--- src/rtl/usb_ep_pkg.sv ---
package usb_ep_pkg;

  localparam int CNT_W = 4;
  localparam int REG_W = 8;

  localparam int EN_BIT   = 7;
  localparam int SEL_BIT  = 6;
  localparam int ORDY_BIT = 5;
  localparam int INRDY_BIT = 4;

  typedef enum logic [2:0] {
    HS_NONE  = 3'd0,
    HS_DATA  = 3'd1,
    HS_ACK   = 3'd2,
    HS_NAK   = 3'd3,
    HS_STALL = 3'd4
  } hs_e;

  // Bytes actually sent: firmware count limited to the buffer depth.
  function automatic logic [CNT_W-1:0] clamp_len(input logic [CNT_W-1:0] cnt,
                                                  input int unsigned depth);
    int unsigned c;
    c = cnt;
    return (c > depth) ? CNT_W'(depth) : cnt;
  endfunction

  // Bank serving IN follows the swap bit, OUT uses the other one.
  function automatic logic pick_bank(input logic swap, input logic is_in);
    return is_in ? swap : ~swap;
  endfunction

  // Shared buffer address of byte idx in endpoint ep's window.
  function automatic int unsigned win_addr(input int unsigned ep,
                                           input int unsigned depth,
                                           input int unsigned idx);
    return ep * depth + idx;
  endfunction

endpackage

--- src/rtl/ep_ctrl_reg.sv ---
module ep_ctrl_reg
  import usb_ep_pkg::*;
(
  input  logic             clk,
  input  logic             rst_n,
  input  logic             fw_wr,
  input  logic [REG_W-1:0] fw_wdata,
  input  logic             hw_set_in,
  input  logic             hw_set_out,
  output logic [REG_W-1:0] q
);

  always_ff @(posedge clk or negedge rst_n) begin
    if (!rst_n) begin
      q <= '0;
    end else begin
      if (fw_wr) q <= fw_wdata;
      // Hardware sets come last so they win over a same-edge write.
      if (hw_set_in)  q[INRDY_BIT] <= 1'b1;
      if (hw_set_out) q[ORDY_BIT]  <= 1'b1;
    end
  end

  p_hw_in_sets_r5: assert property (@(posedge clk) disable iff (!rst_n)
    hw_set_in |=> q[INRDY_BIT]);

  p_hw_wins_r10: assert property (@(posedge clk) disable iff (!rst_n)
    (hw_set_out && fw_wr && !fw_wdata[ORDY_BIT]) |=> q[ORDY_BIT]);

  p_fw_write_r2: assert property (@(posedge clk) disable iff (!rst_n)
    (fw_wr && !hw_set_in && !hw_set_out) |=> (q == $past(fw_wdata)));

endmodule

--- src/rtl/ep_hs_decide.sv ---
module ep_hs_decide
  import usb_ep_pkg::*;
#(
  parameter int FIFO_DEPTH = 8
)(
  input  logic             tok_in,
  input  logic             tok_out,
  input  logic             en,
  input  logic             swap,
  input  logic             in_nrdy,
  input  logic             out_rdy,
  input  logic             stall,
  input  logic [CNT_W-1:0] cnt,
  output logic             dec_valid,
  output hs_e              dec_code,
  output logic             dec_bank,
  output logic [CNT_W-1:0] dec_len,
  output logic             arm_in,
  output logic             arm_out
);

  always_comb begin
    dec_valid = 1'b0;
    dec_code  = HS_NONE;
    dec_bank  = 1'b0;
    dec_len   = '0;
    arm_in    = 1'b0;
    arm_out   = 1'b0;
    if (en && tok_in) begin
      dec_valid = 1'b1;
      dec_bank  = pick_bank(swap, 1'b1);
      if (in_nrdy) begin
        dec_code = stall ? HS_STALL : HS_NAK;
      end else begin
        dec_code = HS_DATA;
        dec_len  = clamp_len(cnt, FIFO_DEPTH);
        arm_in   = 1'b1;
      end
    end else if (en && tok_out) begin
      dec_valid = 1'b1;
      dec_bank  = pick_bank(swap, 1'b0);
      if (out_rdy) begin
        dec_code = HS_NAK;
      end else begin
        dec_code = HS_ACK;
        arm_out  = 1'b1;
      end
    end
  end

endmodule

--- src/rtl/ep_addr_gen.sv ---
module ep_addr_gen
  import usb_ep_pkg::*;
#(
  parameter int EP_ID      = 3,
  parameter int FIFO_DEPTH = 8,
  parameter int NUM_EP     = 4,
  localparam int IDX_W     = $clog2(FIFO_DEPTH),
  localparam int ADDR_W    = $clog2(NUM_EP * FIFO_DEPTH)
)(
  input  logic [IDX_W-1:0]  byte_idx,
  output logic [ADDR_W-1:0] ram_addr
);

  always_comb begin
    ram_addr = ADDR_W'(win_addr(EP_ID, FIFO_DEPTH, int'(byte_idx)));
  end

  always_comb begin
    p_addr_window_r8: assert (int'(ram_addr) >= EP_ID * FIFO_DEPTH &&
                              int'(ram_addr) <  (EP_ID + 1) * FIFO_DEPTH);
  end

endmodule

--- src/rtl/usb_intr_ep_ctrl.sv ---
module usb_intr_ep_ctrl
  import usb_ep_pkg::*;
#(
  parameter int EP_ID      = 3,
  parameter int FIFO_DEPTH = 8,
  parameter int NUM_EP     = 4,
  localparam int IDX_W     = $clog2(FIFO_DEPTH),
  localparam int ADDR_W    = $clog2(NUM_EP * FIFO_DEPTH)
)(
  input  logic              clk,
  input  logic              rst_n,
  input  logic              cfg_wr,
  input  logic [REG_W-1:0]  cfg_wdata,
  output logic [REG_W-1:0]  cfg_rdata,
  input  logic              stall_req,
  input  logic              tok_in,
  input  logic              tok_out,
  input  logic              xfer_done,
  input  logic              xfer_ok,
  output logic              hs_valid,
  output logic [2:0]        hs_code,
  output logic              hs_bank,
  output logic [CNT_W-1:0]  tx_len,
  input  logic [IDX_W-1:0]  byte_idx,
  output logic [ADDR_W-1:0] ram_addr
);

  logic [REG_W-1:0] ctrl_q;
  logic             ep_en;
  logic             dec_valid, dec_bank, arm_in, arm_out;
  hs_e              dec_code;
  logic [CNT_W-1:0] dec_len;
  logic             pend_in, pend_out;
  logic             hw_set_in, hw_set_out, done_good;

  assign ep_en      = ctrl_q[EN_BIT];
  assign done_good  = xfer_done && xfer_ok && ep_en;
  assign hw_set_in  = done_good && pend_in;
  assign hw_set_out = done_good && pend_out;
  assign cfg_rdata  = ctrl_q;

  ep_ctrl_reg u_reg (
    .clk       (clk),
    .rst_n     (rst_n),
    .fw_wr     (cfg_wr),
    .fw_wdata  (cfg_wdata),
    .hw_set_in (hw_set_in),
    .hw_set_out(hw_set_out),
    .q         (ctrl_q)
  );

  ep_hs_decide #(.FIFO_DEPTH(FIFO_DEPTH)) u_dec (
    .tok_in   (tok_in),
    .tok_out  (tok_out),
    .en       (ep_en),
    .swap     (ctrl_q[SEL_BIT]),
    .in_nrdy  (ctrl_q[INRDY_BIT]),
    .out_rdy  (ctrl_q[ORDY_BIT]),
    .stall    (stall_req),
    .cnt      (ctrl_q[CNT_W-1:0]),
    .dec_valid(dec_valid),
    .dec_code (dec_code),
    .dec_bank (dec_bank),
    .dec_len  (dec_len),
    .arm_in   (arm_in),
    .arm_out  (arm_out)
  );

  ep_addr_gen #(.EP_ID(EP_ID), .FIFO_DEPTH(FIFO_DEPTH), .NUM_EP(NUM_EP)) u_addr (
    .byte_idx(byte_idx),
    .ram_addr(ram_addr)
  );

  always_ff @(posedge clk or negedge rst_n) begin
    if (!rst_n) begin
      hs_valid <= 1'b0;
      hs_code  <= HS_NONE;
      hs_bank  <= 1'b0;
      tx_len   <= '0;
      pend_in  <= 1'b0;
      pend_out <= 1'b0;
    end else begin
      hs_valid <= dec_valid;
      hs_code  <= dec_code;
      hs_bank  <= dec_bank;
      tx_len   <= dec_len;
      if (dec_valid) begin
        pend_in  <= arm_in;
        pend_out <= arm_out;
      end else if (xfer_done) begin
        pend_in  <= 1'b0;
        pend_out <= 1'b0;
      end
    end
  end

  p_reply_latency_r3: assert property (@(posedge clk) disable iff (!rst_n)
    ((tok_in || tok_out) && ep_en) |=> hs_valid);

  p_silent_disabled_r9: assert property (@(posedge clk) disable iff (!rst_n)
    (!ep_en && !xfer_done) |=> ($stable(ctrl_q[ORDY_BIT]) || $past(cfg_wr)));

  p_no_reply_disabled_r9: assert property (@(posedge clk) disable iff (!rst_n)
    !ep_en |=> !hs_valid);

  p_stall_needs_flag_r4: assert property (@(posedge clk) disable iff (!rst_n)
    (hs_valid && hs_code == HS_STALL) |-> $past(stall_req));

  p_len_capped_r3: assert property (@(posedge clk) disable iff (!rst_n)
    int'(tx_len) <= FIFO_DEPTH);

  p_nak_full_r6: assert property (@(posedge clk) disable iff (!rst_n)
    (tok_out && !tok_in && ep_en && ctrl_q[ORDY_BIT]) |=> (hs_code == HS_NAK));

  p_one_pending_r6: assert property (@(posedge clk) disable iff (!rst_n)
    !(pend_in && pend_out));

endmodule

--- config.mk ---
export PLATFORM = sky130hd
export DESIGN_NAME = usb_intr_ep_ctrl
export DESIGN_NICKNAME = d
export VERILOG_FILES = /design/src/rtl/usb_ep_pkg.sv /design/src/rtl/ep_ctrl_reg.sv /design/src/rtl/ep_hs_decide.sv /design/src/rtl/ep_addr_gen.sv /design/src/rtl/usb_intr_ep_ctrl.sv
export SDC_FILE = /design/constraint.sdc
export NUM_CORES = 1
export LEC_CHECK = 0
export ABC_AREA = 1
export BUFFER_PORTS_ARGS = -buffer_cell sky130_fd_sc_hd__buf_2
export CORE_MARGIN = 2
export CORE_UTILIZATION = 49
export CTS_BUF_LIST = sky130_fd_sc_hd__clkbuf_4
export CTS_CLUSTER_DIAMETER = 80
export DETAILED_ROUTE_END_ITERATION = 12
export PLACE_DENSITY = 0.95
export SLEW_MARGIN = 5
export SYNTH_ARGS = -nofsm -noshare
export SYNTH_HDL_FRONTEND = slang
export SYNTH_SLANG_ARGS = --single-unit
--- constraint.sdc ---
create_clock -name clk -period 2 [get_ports clk]
set_clock_uncertainty 0.1 [all_clocks]
set_input_delay 0.3 -clock clk [delete_from_list [all_inputs] [get_ports clk]]
set_output_delay 0.3 -clock clk [all_outputs]
set_load 0.005 [all_outputs]
**Word level (Yosys, flattened, before mapping)**

Index checks and enable logic that the tools add are counted.

- Register bits: 19
- Word-level logic and storage cells: 44

- Add/subtract/negate cells: 1
- Order comparisons: 1
- Mux-type cells: 23
- Bitwise operators: 1
- Reduce and logical (&&, ||, !) cells: 9

Operator list:

| operator | number |
|---|---|
| 2-to-1 mux 1 bit | 15 |
| 2-to-1 mux 3 bit | 4 |
| 2-to-1 mux 4 bit | 3 |
| logical AND 1 bit | 6 |
| 2-to-1 mux 6 bit | 1 |
| nonzero test 2 bit | 3 |
| adder 5 x 3 -> 5 bit, first input constant | 1 |
| greater-than comparator 4 bit, second input constant | 1 |
| inverter 1 bit | 1 |

**Logic depth before layout (Yosys ltp)**

Gate-level depths: netlist of the first run.

- Word-level depth: 4
- Mapped depth: 4
- Mapped depth without buffers: 4

**By module**

From an unflattened synthesis of the first run, not the netlist that was laid out.

- Cells, all modules: 94
- Area, all modules: 838.3 sq um

By module, submodules not included:

| module | instances | cells each | area an instance (sq um) | seq. area each (sq um) |
|---|---|---|---|---|
| ep_ctrl_reg | 1 | 36 | 337.8 | 200.2 |
| usb_intr_ep_ctrl | 1 | 23 | 324.1 | 275.3 |
| ep_hs_decide | 1 | 29 | 135.1 | 0.0 |
| ep_addr_gen | 1 | 6 | 41.3 | 0.0 |

**Worst setup path after synthesis of the first run**

Ideal clock, no wire load.

- Kind: reg-to-reg
- Start: register u_reg.q[7]
- End: register tx_len[3]
- Setup time: 71 ps
- Arrival: 836 ps
- Data required time: 1829 ps
- Setup slack: 992 ps
- Cell stages (with the launch flop): 4
- Path buffers: 0
- Clock period less this slack: 1008 ps
- Cells stage by stage: dfrtp_1 > nand2_4 > or2_4 > nor2_1

- Cells in the longest elaborated chain, start to end: 2

RTL lines:

| what | RTL line | RTL |
|---|---|---|
| from (decl) | ep_ctrl_reg.sv:10 | `output logic [REG_W-1:0] q` |
| from (signal assigned) | ep_ctrl_reg.sv:17 | `if (fw_wr) q <= fw_wdata;` |
| logical AND 1 bit | ep_hs_decide.sv:29 | `if (en && tok_in) begin` |
| 2-to-1 mux 4 bit | ep_hs_decide.sv:29 |  |
| named net dec_len[3] | usb_intr_ep_ctrl.sv:32 | `logic [CNT_W-1:0] dec_len;` |
| to (signal assigned) | usb_intr_ep_ctrl.sv:86 | `tx_len <= dec_len;` |
| to (decl) | usb_intr_ep_ctrl.sv:23 | `output logic [CNT_W-1:0] tx_len,` |

The timed path passes the listed nets, and every way through them passes these cells.
A chain may end at the register's enable or synchronous reset.

**Worst setup path after layout of the first run**

- Start: register u_reg.q[7]
- End: output cfg_rdata[7]

RTL lines:

| what | RTL line | RTL |
|---|---|---|
| to (decl) | usb_intr_ep_ctrl.sv:14 | `output logic [REG_W-1:0] cfg_rdata,` |

No word-level cell between the ends.

==> flow_metrics.env, run 1 <==
export IMPL_number_of_warnings_issued_by_yosys=0
export IMPL_final_nets=135
export IMPL_detailed_place_area_um2=911
export IMPL_remaining_drc_errors=0
export IMPL_worst_hold_path_startpoint="cfg_wdata[7]"
export IMPL_gp_congestion=0.854
export IMPL_setup_buffers_after_cts=0
export IMPL_hold_worst_slack_ps=95.9
export IMPL_initial_core_util=0.524
export IMPL_core_rowCount=14
export IMPL_fin_total_pwr_uw=731
export IMPL_type_of_element_launching_the_critical_path="register"
export IMPL_vias_per_cell=4.87
export IMPL_rsz_0062_raised_after_global_routing="no"
export IMPL_worst_ir_drop_vdd_mv=0.368
export IMPL_startpoint_of_the_lowest_slack_register_to_register_path="u_reg.q[7]"
export IMPL_ctsRootBufferMaster="clkbuf_4"
export IMPL_synth_fa_ha_area_frac=0
export IMPL_run_status="finished, final reports clean"
export IMPL_syn_area_um2=798
export IMPL_critical_path_class="reg2out"
export IMPL_postSynthAreaPerCell_um2=9.18
export IMPL_critical_path_max_stage_delay_ps=470
export IMPL_slew_viol_final=0
export IMPL_final_layout_size_suffix_gt1_frac=0.330
export IMPL_pre_cts_ws_ps=912
export IMPL_critical_path_max_fanout=6
export IMPL_synth_cells=87
export IMPL_path_clk_slew_ps=100
export IMPL_post_synth_and_or_nand_nor_area_fraction=0.252
export IMPL_crit_slowest_cell="dfrtp_1"
export IMPL_synth_compound_area_share=0.0251
export IMPL_global_route_wire_length_before_repair_um=2410
export IMPL_end_kind="output port"
export IMPL_final_min_period_over_clock_period=0.669
export IMPL_muxShareOfSynthArea=0
export IMPL_wl_per_cell_um=11.3
export IMPL_grt_max_degree=20
export IMPL_wirelength_um=1480
export IMPL_hold_end="u_reg.q[7]"
export IMPL_core_um2=1520
export IMPL_post_synth_num_cell_types=12
export IMPL_port_buffer_count=32
export IMPL_timing_critical_path_max_delay_family="flip-flops"
export IMPL_route_antenna_remaining_nets=0
export IMPL_min_delay_path_depth=3
export IMPL_globalRouteOverflowTotal=0
export IMPL_vias=638
export IMPL_totalNegativeSetupSlack_ps=0
export IMPL_die_area_um2=1970
export IMPL_mostFrequentLayoutCells="buf_2, nand2_1, dfrtp_1, inv_1, nor2_1"
export IMPL_synth_top_family_by_area="simple AND/OR/NAND/NOR gates"
export IMPL_via_count_of_the_first_global_routing_pass=601
export IMPL_firstDrtPassIters=4
export IMPL_final_hold_violation_count=0
export IMPL_final_period_minus_worst_setup_slack_ps=1340
export IMPL_tritoncts="yes"
export IMPL_rr_worst_depth=3
export IMPL_max_clock_path_buffers=2
export IMPL_worstHoldPathType="in2reg"
export IMPL_path_buf_inv=1
export IMPL_cts_num_sinks=19
export IMPL_boundaryPins=41
export IMPL_ctsHtreeMaxLevel=1
export IMPL_synth_xor_xnor_area_share=0
export IMPL_finalSetupViolations=0
export IMPL_cts_buffers_inserted=3
export IMPL_die_x_um=44.4
export IMPL_reg2reg_setup_slack_ps=880
export IMPL_drt_iter0_markers=25
export IMPL_grtUsageTotal=0.177
export IMPL_postSynthRegisterBits=19
export IMPL_antenna_violations_before_repair=0
export IMPL_maxClockFrequency_ghz=0.747
export IMPL_timing_max_cap_violations=0
export IMPL_layout_cells_most_common="buf_2"
export IMPL_critPathArrivalTime_ps=940
export IMPL_die_y_um=44.4
export IMPL_worstPathCellList="buf_2"
export IMPL_antennaDiodeCount=0
export IMPL_final_area_um2=951
export IMPL_detailedPlacementHpwl_um=1180
export IMPL_seq_area_frac_synth=0.596
export IMPL_worst_skew_pair_late_latency_ps=290
export IMPL_power_leakage_uw=0.000578
export IMPL_final_critical_path_setup_slack_ps=662
export IMPL_power_density_cell_area_nw_per_um2=769
export IMPL_worst_endpoint_required_ps=1600
export IMPL_regToRegEndpoint="tx_len[0]"
export IMPL_area_growth_syn_to_layout_pct=19.1
==> cell usage after synthesis <==
| library cell | instances | area [um^2] |
|---|---|---|
| nand2_4 | 1 | 11.3 |
| conb_1 | 1 | 3.75 |
| inv_1 | 7 | 26.3 |
| clkbuf_1 | 1 | 3.75 |
| nor2_1 | 6 | 22.5 |
| buf_4 | 9 | 67.6 |
| or2_4 | 1 | 8.76 |
| dfrtp_1 | 19 | 475 |
| nand2_1 | 29 | 109 |
| nand3_1 | 5 | 25.0 |
| o21ai_0 | 4 | 20.0 |
| nand4_1 | 4 | 25.0 |
==> state kept, by name, indices dropped and copies added (netlist names) <==
signal    count
hs_bank       1
hs_code       3
hs_valid      1
pend_in       1
pend_out      1
tx_len        4
u_reg.q       8
==> where the power goes <==
part           leakage, uW  internal, uW  switching (uW)
clock network    0.0000184          91.3             110
logic             0.000314          44.6            56.2
registers         0.000245           412            17.7
total             0.000578           547             184
==> how the worst max path moves through the flow <==
| stage | from | end | slack (ps) | depth (start not counted) |
|---|---|---|---|---|
| 2_1_floorplan | u_reg.q[7] | tx_len[3] | 990 | 3 |
| 3_3_place_gp | u_reg.q[7] | tx_len[3] | 970 | 3 |
| 3_5_place_dp | u_reg.q[7] | tx_len[0] | 910 | 3 |
| 4_1_cts | u_reg.q[7] | cfg_rdata[7] | 650 | 1 |
| 5_1_grt | u_reg.q[7] | cfg_rdata[7] | 610 | 1 |
| 6_report | u_reg.q[7] | cfg_rdata[7] | 660 | 1 |
==> what timing repair did <==
item	in CTS	in global routing
gates resized for setup	0	0
hold endpoints to repair	19	0
hold buffers	1	0
==> logic make-up (layout without fill, tap and decap cells) <==
kind of cell | count (synthesis) | in the layout
AO/OA/AOI/OAI | 4 | 4
buffers and inverters | 17 | 44
flip-flops | 19 | 19
other | 1 | 2
AND/OR/NAND/NOR | 46 | 46
==> area by class of cell <==
type | count | area [um^2]
repair buffers | 33 | 170
well taps | 16 | 20.0
flip-flops and latches | 19 | 475
multi-input cells | 52 | 229
inverters | 7 | 26.3
clock buffers | 4 | 30.0
fillers | 131 | 573
==> routing by layer <==
layer	up-vias	GRT usage	wire length, um
met2	32	0.303	727
met1	283	0.199	578
li1	316	-	-
met3	7	0.0408	120
met5	-	0	0
met4	0	0.109	52
==> stage by stage <==
step / cells / util
after global routing: 131 / 0.624
after floorplan: 88 / -
after CTS: 131 / 0.624
after detailed placement: 126 / 0.598
after global placement: 126 / 0.598
final: 131 / 0.624
No activity file was read; power rests on OpenSTA's default activity.
==> run 2: changes to the inputs <==
--- a/config.mk
+++ b/config.mk
@@ -8,11 +8,11 @@
 export ABC_AREA = 1
 export BUFFER_PORTS_ARGS = -buffer_cell sky130_fd_sc_hd__buf_2
 export CORE_MARGIN = 2
-export CORE_UTILIZATION = 49
+export CORE_UTILIZATION = 41
 export CTS_BUF_LIST = sky130_fd_sc_hd__clkbuf_4
 export CTS_CLUSTER_DIAMETER = 80
 export DETAILED_ROUTE_END_ITERATION = 12
-export PLACE_DENSITY = 0.95
+export PLACE_DENSITY = 0.86
 export SLEW_MARGIN = 5
 export SYNTH_ARGS = -nofsm -noshare
 export SYNTH_HDL_FRONTEND = slang
==> constraint.sdc (replaced) <==
create_clock -name clk -period 1.19 [get_ports clk]
set_clock_uncertainty 0.1 [all_clocks]
set_input_delay 0.1785 -clock clk [delete_from_list [all_inputs] [get_ports clk]]
set_output_delay 0.1785 -clock clk [all_outputs]
set_load 0.005 [all_outputs]
==> run 2 against run 1 <==
Net effect: wire length rose by 3.0%; flip-flop and latch count did not move; worst setup slack got worse by 640 ps; sequential power rose by 69%; die area rose by 18%; combinational power rose by 87%; worst hold slack got worse by 88 ps; via count rose by 0.31%; first-iteration DRC count fell by 48%; clock power rose by 64%; sequential share of layout area fell by 3.1 points; final area rose by 7.0%; critical path type unchanged; largest cell class unchanged.
==> flow_metrics.env, run 2 (synthesis gave the netlist of run 1 again) <==
export IMPL_timing_critical_path_max_delay_family="flip-flops"
export IMPL_area_growth_syn_to_layout_pct=27.4
export IMPL_critical_path_max_fanout=5
export IMPL_path_clk_slew_ps=100
export IMPL_mostFrequentLayoutCells="buf_2, nand2_1, dfrtp_1, inv_1, nor2_1"
export IMPL_max_clock_path_buffers=2
export IMPL_path_buf_inv=1
export IMPL_boundaryPins=41
export IMPL_antenna_violations_before_repair=0
export IMPL_crit_slowest_cell="dfrtp_1"
export IMPL_via_count_of_the_first_global_routing_pass=566
export IMPL_drt_iter0_markers=13
export IMPL_finalSetupViolations=0
export IMPL_groute_layer_met2_usage=0.219
export IMPL_regMostFlops="u_reg.q"
export IMPL_firstDrtPassIters=4
export IMPL_worstPathCellList="buf_2"
export IMPL_critPathArrivalTime_ps=890
export IMPL_final_hold_violation_count=0
export IMPL_vias=640
export IMPL_critical_path_class="reg2out"
export IMPL_slew_viol_final=0
export IMPL_wirelength_um=1520
export IMPL_antennaDiodeCount=0
export IMPL_cts_num_sinks=19
export IMPL_core_rowCount=15
export IMPL_vias_per_cell=4.41
export IMPL_tritoncts="yes"
export IMPL_wl_per_cell_um=10.5
export IMPL_detailedPlacementHpwl_um=1130
export IMPL_worst_skew_pair_late_latency_ps=280
export IMPL_layout_core_utilization=0.571
export IMPL_grt_most_used_layer="met2"
export IMPL_final_layout_size_suffix_gt1_frac=0.333
export IMPL_die_y_um=48.1
export IMPL_end_kind="output port"
export IMPL_grtUsageTotal=0.144
export IMPL_final_min_period_over_clock_period=0.984
export IMPL_grt_max_degree=20
export IMPL_final_area_um2=1020
export IMPL_fin_total_pwr_uw=1240
export IMPL_worst_ir_drop_vdd_mv=0.576
export IMPL_type_of_element_launching_the_critical_path="register"
export IMPL_worstHoldPathType="in2reg"
export IMPL_global_route_wire_length_before_repair_um=2260
export IMPL_largest_register_ffs=8
export IMPL_globalRouteOverflowTotal=0
export IMPL_final_period_minus_worst_setup_slack_ps=1170
export IMPL_gr_usage_met3=0.0222
export IMPL_timing_max_cap_violations=0
export IMPL_run_status="finished, final reports clean"
export IMPL_layout_top_registers="u_reg.q x8, tx_len x4, hs_code x3"
export IMPL_route_antenna_remaining_nets=0
export IMPL_ctsHtreeMaxLevel=1
export IMPL_critical_path_max_stage_delay_ps=450
export IMPL_initial_core_util=0.448
export IMPL_die_x_um=48.1
export IMPL_die_area_um2=2320
export IMPL_power_density_cell_area_nw_per_um2=1220
export IMPL_detailed_place_area_um2=922
export IMPL_rsz_0062_raised_after_global_routing="yes"
export IMPL_power_leakage_uw=0.000600
export IMPL_port_buffer_count=32
export IMPL_worst_endpoint_required_ps=910
export IMPL_cts_buffers_inserted=3
export IMPL_core_um2=1780
export IMPL_gp_congestion=0.843
export IMPL_maxClockFrequency_ghz=0.854
export IMPL_ctsRootBufferMaster="clkbuf_4"
export IMPL_remaining_drc_errors=0
export IMPL_grtUsageMet1=0.196
export IMPL_layout_cells_most_common="buf_2"
export IMPL_final_nets=140
-- run 2: changes by cell type in the layout (fill, tap and decap cells not counted) --
cell           change
buf_2              -1
dfrtp_1            -1
buf_4              +1
buf_6              +1
dfrtp_2            +1
dlygate4sd3_1      +4
-- run 2: worst reg2reg max path, delay by kind of cell, from the launching register on --
kind	cells	cell delay, ps
simple gates	3	460
flops	1	440
-- run 2: cell type report --
cell class | count | area, um^2
timing repair buffer | 38 | 224
sequential | 19 | 477
multi-input combinational | 52 | 229
fill | 167 | 766
clock buffer | 4 | 30.0
inverter | 7 | 26.3
tap | 25 | 31.3
-- run 2: worst paths after layout --
check / cells after the start / slack (ps) / endpoint / from
max: 1 / 20 / cfg_rdata[4] / u_reg.q[4]
min: 3 / 8 / u_reg.q[3] / cfg_wdata[3]
max reg2reg: 3 / 120 / tx_len[3] / u_reg.q[7]
min reg2reg: 2 / 410 / u_reg.q[2] / u_reg.q[2]
max in group asynchronous: 2 / 440 / u_reg.q[7] / rst_n
min in group asynchronous: 2 / 250 / pend_in / rst_n
-- run 2: metal layers --
layer | share of wire | wire (um)
met5 | 0 | 0
met4 | 0.018 | 27
met3 | 0.051 | 78
met2 | 0.47 | 721
met1 | 0.46 | 694
-- run 2: what timing repair did --
item | 4_1_cts | 5_1_grt
setup endpoints to repair | 1 | 2
hold endpoints to repair | 23 | 0
hold buffers | 5 | 0
buffers inserted | 0 | 1
gates resized for setup | 1 | 1
-- run 2: stage by stage --
step	std cells	hold slack [ps]	worst slack (ps)	setup TNS (ps)
finish	145	7.94	19.0	0
global route	145	15.9	-25.0	-38.9
CTS	144	2.23	14.0	0
detailed placement	135	28.8	110	0
global placement	135	19.8	158	0
floorplan	88	-217	182	0
-- run 2: where the power goes --
part	switching, uW	total (uW)	internal (uW)
Clock	177	330	153
Combinational	97.8	189	90.9
Sequential	32.2	725	692
Total	307	1240	936
==> run 3: changes to the inputs <==
--- a/config.mk
+++ b/config.mk
@@ -5,14 +5,13 @@
 export SDC_FILE = /design/constraint.sdc
 export NUM_CORES = 1
 export LEC_CHECK = 0
-export ABC_AREA = 1
 export BUFFER_PORTS_ARGS = -buffer_cell sky130_fd_sc_hd__buf_2
 export CORE_MARGIN = 2
-export CORE_UTILIZATION = 41
+export CORE_UTILIZATION = 42
 export CTS_BUF_LIST = sky130_fd_sc_hd__clkbuf_4
 export CTS_CLUSTER_DIAMETER = 80
 export DETAILED_ROUTE_END_ITERATION = 12
-export PLACE_DENSITY = 0.86
+export PLACE_DENSITY = 0.87
 export SLEW_MARGIN = 5
 export SYNTH_ARGS = -nofsm -noshare
 export SYNTH_HDL_FRONTEND = slang
==> run 3 against run 2 <==
Net effect: clock-buffer cell count decreased by 1; die area grew 0.75%; critical path depth stayed put; core utilization is 3.8 points lower; final area decreased by 0.37%; register-to-register slack got worse by 70 ps; worst hold slack better by 2.8 ps; synthesized area is 3.3% higher; clock power fell by 5%; first-iteration DRC count down 69%; non-clock buffer count fell by 2; sequential share of layout area grew 0.17 points.
==> flow_metrics.env, run 3 <==
export IMPL_run_status="finished, final reports clean"
export IMPL_post_synth_num_cell_types=23
export IMPL_combPwrFrac=0.169
export IMPL_wirelength_um=1570
export IMPL_synth_xor_xnor_area_share=0
export IMPL_synth_fa_ha_area_frac=0
export IMPL_worst_ir_drop_vdd_mv=0.533
export IMPL_firstDrtPassIters=4
export IMPL_layout_core_utilization=0.533
export IMPL_worst_endpoint_required_ps=910
export IMPL_ctsRootBufferMaster="clkbuf_4"
export IMPL_yosysMostFrequentCell="dfrtp_1"
export IMPL_initial_core_util=0.434
export IMPL_synth_enable_flop_cells=0
export IMPL_layout_top_registers="u_reg.q x8, tx_len x4, hs_code x3"
export IMPL_path_clk_slew_ps=100
export IMPL_startpoint_of_the_lowest_slack_register_to_register_path="u_reg.q[7]"
export IMPL_filler_cells=165
export IMPL_power_sequential_fraction=0.581
export IMPL_maxClockFrequency_ghz=0.850
export IMPL_area_growth_syn_to_layout_pct=22.9
export IMPL_grtUsageTotal=0.140
export IMPL_die_area_um2=2330
export IMPL_postSynthAreaPerCell_um2=12.7
export IMPL_grt_max_degree=20
export IMPL_layout_cells_most_common="buf_2"
export IMPL_vias=585
export IMPL_drt_iter0_markers=4
export IMPL_core_um2=1900
export IMPL_synth_top_family_by_area="simple AND/OR/NAND/NOR gates"
export IMPL_vias_per_cell=4.80
export IMPL_internal_power_uw=942
export IMPL_setup_worst_path_start="u_reg.q[4]"
export IMPL_hold_worst_slack_ps=10.7
export IMPL_port_buffer_count=32
export IMPL_critical_path_class="reg2out"
export IMPL_critPathArrivalTime_ps=900
export IMPL_worst_skew_pair_late_latency_ps=290
export IMPL_regMostFlops="u_reg.q"
export IMPL_globalRouteOverflowTotal=0
export IMPL_remaining_drc_errors=0
export IMPL_max_clock_path_buffers=2
export IMPL_antennaDiodeCount=0
export IMPL_end_kind="output port"
export IMPL_boundaryPins=41
export IMPL_critical_path_max_stage_delay_ps=470
export IMPL_synth_cells=65
export IMPL_clkPwrFrac=0.250
export IMPL_final_min_period_over_clock_period=0.988
export IMPL_final_layout_size_suffix_gt1_frac=0.516
export IMPL_via_count_of_the_first_global_routing_pass=562
export IMPL_route_antenna_remaining_nets=0
export IMPL_path_buf_inv=1
export IMPL_type_of_element_launching_the_critical_path="register"
export IMPL_wl_per_cell_um=12.8
export IMPL_cts_buffers_inserted=3
export IMPL_tritoncts="yes"
export IMPL_netlist_top_cells_area="dfrtp_1, buf_4, mux2_2"
export IMPL_multi_input_comb_area_um2=273
export IMPL_post_synth_and_or_nand_nor_area_fraction=0.140
export IMPL_syn_area_um2=825
export IMPL_slew_viol_final=0
export IMPL_final_nets=115
export IMPL_synth_compound_area_share=0.0910
export IMPL_timing_max_cap_violations=0
export IMPL_die_y_um=48.3
export IMPL_ctsHtreeMaxLevel=1
export IMPL_rsz_0062_raised_after_global_routing="yes"
export IMPL_final_period_minus_worst_setup_slack_ps=1180
export IMPL_crit_slowest_cell="dfrtp_2"
export IMPL_power_density_cell_area_nw_per_um2=1240
export IMPL_final_seq_area_um2=477
export IMPL_mostFrequentLayoutCells="buf_2, dfrtp_1, mux2_2, nand2_1"
export IMPL_critical_path_max_fanout=6
export IMPL_worstPathCellList="buf_6"
export IMPL_worstHoldPathType="in2reg"
export IMPL_antenna_violations_before_repair=0
export IMPL_fin_total_pwr_uw=1260
export IMPL_detailedPlacementHpwl_um=1160
export IMPL_final_hold_violation_count=0
export IMPL_synthTopCellsByCount="dfrtp_1, buf_4, mux2_2"
export IMPL_gp_congestion=0.795
export IMPL_muxShareOfSynthArea=0.0819
export IMPL_finalSetupViolations=0
export IMPL_die_x_um=48.3
export IMPL_seq_area_frac_synth=0.577
export IMPL_ys_flop_type="dfrtp_1"
export IMPL_largest_register_ffs=8
export IMPL_cts_num_sinks=19
export IMPL_postSynthRegisterBits=19
export IMPL_number_of_warnings_issued_by_yosys=0
export IMPL_synth_async_reset_ratio=1.00
export IMPL_switching_power_uw=316
export IMPL_switching_portion_of_total_power=0.251
export IMPL_worst_hold_path_startpoint="cfg_wdata[0]"
export IMPL_synthDominantCellAreaShare=0.577
export IMPL_timing_critical_path_max_delay_family="flip-flops"
export IMPL_power_leakage_uw=0.000519
export IMPL_post_synth_top_area_cell="dfrtp_1"
export IMPL_global_route_wire_length_before_repair_um=2460
export IMPL_core_rowCount=16
==> run 3: cell count changes after synthesis, moves of 4 or more <==
| cell | change |
|---|---|
| mux2_2 | +6 |
| nand3_1 | -5 |
| inv_1 | -6 |
| nand4_1 | -4 |
| nor2_1 | -5 |
| o21ai_0 | -4 |
| nand2_1 | -25 |
==> run 3: timing repair <==
item / in CTS / in global routing
hold buffers: 1 / 0
setup endpoints to repair: 1 / 2
buffers inserted: 2 / 0
resized for setup: 1 / 2
endpoints found under the hold margin: 19 / 0
==> run 3: worst paths after layout <==
| path | to | slack (ps) | cells after the start |
|---|---|---|---|
| worst max register to register | pend_in | 50 | 3 |
| worst min-delay path | u_reg.q[0] | 10 | 2 |
| worst min register to register | tx_len[1] | 420 | 1 |
| max in group asynchronous | u_reg.q[4] | 440 | 2 |
| worst max-delay path | cfg_rdata[4] | 10 | 1 |
| min in group asynchronous | hs_bank | 230 | 2 |
==> run 3: power by group through the flow <==
| stage | clock [uW] | combinational [uW] | sequential (uW) |
|---|---|---|---|
| after global placement | 0 | 187 | 738 |
| final | 314 | 212 | 731 |
| after global routing | 352 | 232 | 739 |
| after detailed placement | 0 | 192 | 743 |
| after floorplan | 0 | 116 | 744 |
| after CTS | 327 | 208 | 729 |
==> run 3: layer usage <==
layer / wire length (um) / up-vias / GRT usage
met5: 0 / - / 0
met4: 25 / 0 / 0.0905
met3: 100 / 4 / 0.0247
met2: 824 / 32 / 0.243
met1: 616 / 276 / 0.158
li1: - / 273 / -
==> run 3: cell type report <==
type,instances,area share
Clock buffer,3,0.0222
Clock inverter,1,0.00494
Inverter,1,0.00370
Multi-Input combinational cell,35,0.269
Sequential cell,19,0.470
Tap cell,27,0.0333
Timing Repair Buffer,36,0.196
==> run 3: kinds of logic (layout without fill, tap and decap cells) <==
kind of cell,count (synthesis),in the layout
AOI/OAI and AO/OA,9,9
and+or+nand+nor,18,18
buffers and inverters,12,41
muxes,6,6
other,1,2
DFF,19,19
==> run 3: stage by stage <==
| stage | setup TNS (ps) | area, um^2 | setup WS (ps) | cells |
|---|---|---|---|---|
| final | 0 | 1010 | 13.8 | 122 |
| after global routing | -15.5 | 1010 | -15.5 | 122 |
| after CTS | 0 | 1000 | 14.7 | 122 |
| after detailed placement | 0 | 946 | 58.9 | 115 |
| after global placement | 0 | 946 | 63.8 | 115 |
| after floorplan | 0 | 828 | 60.0 | 66 |
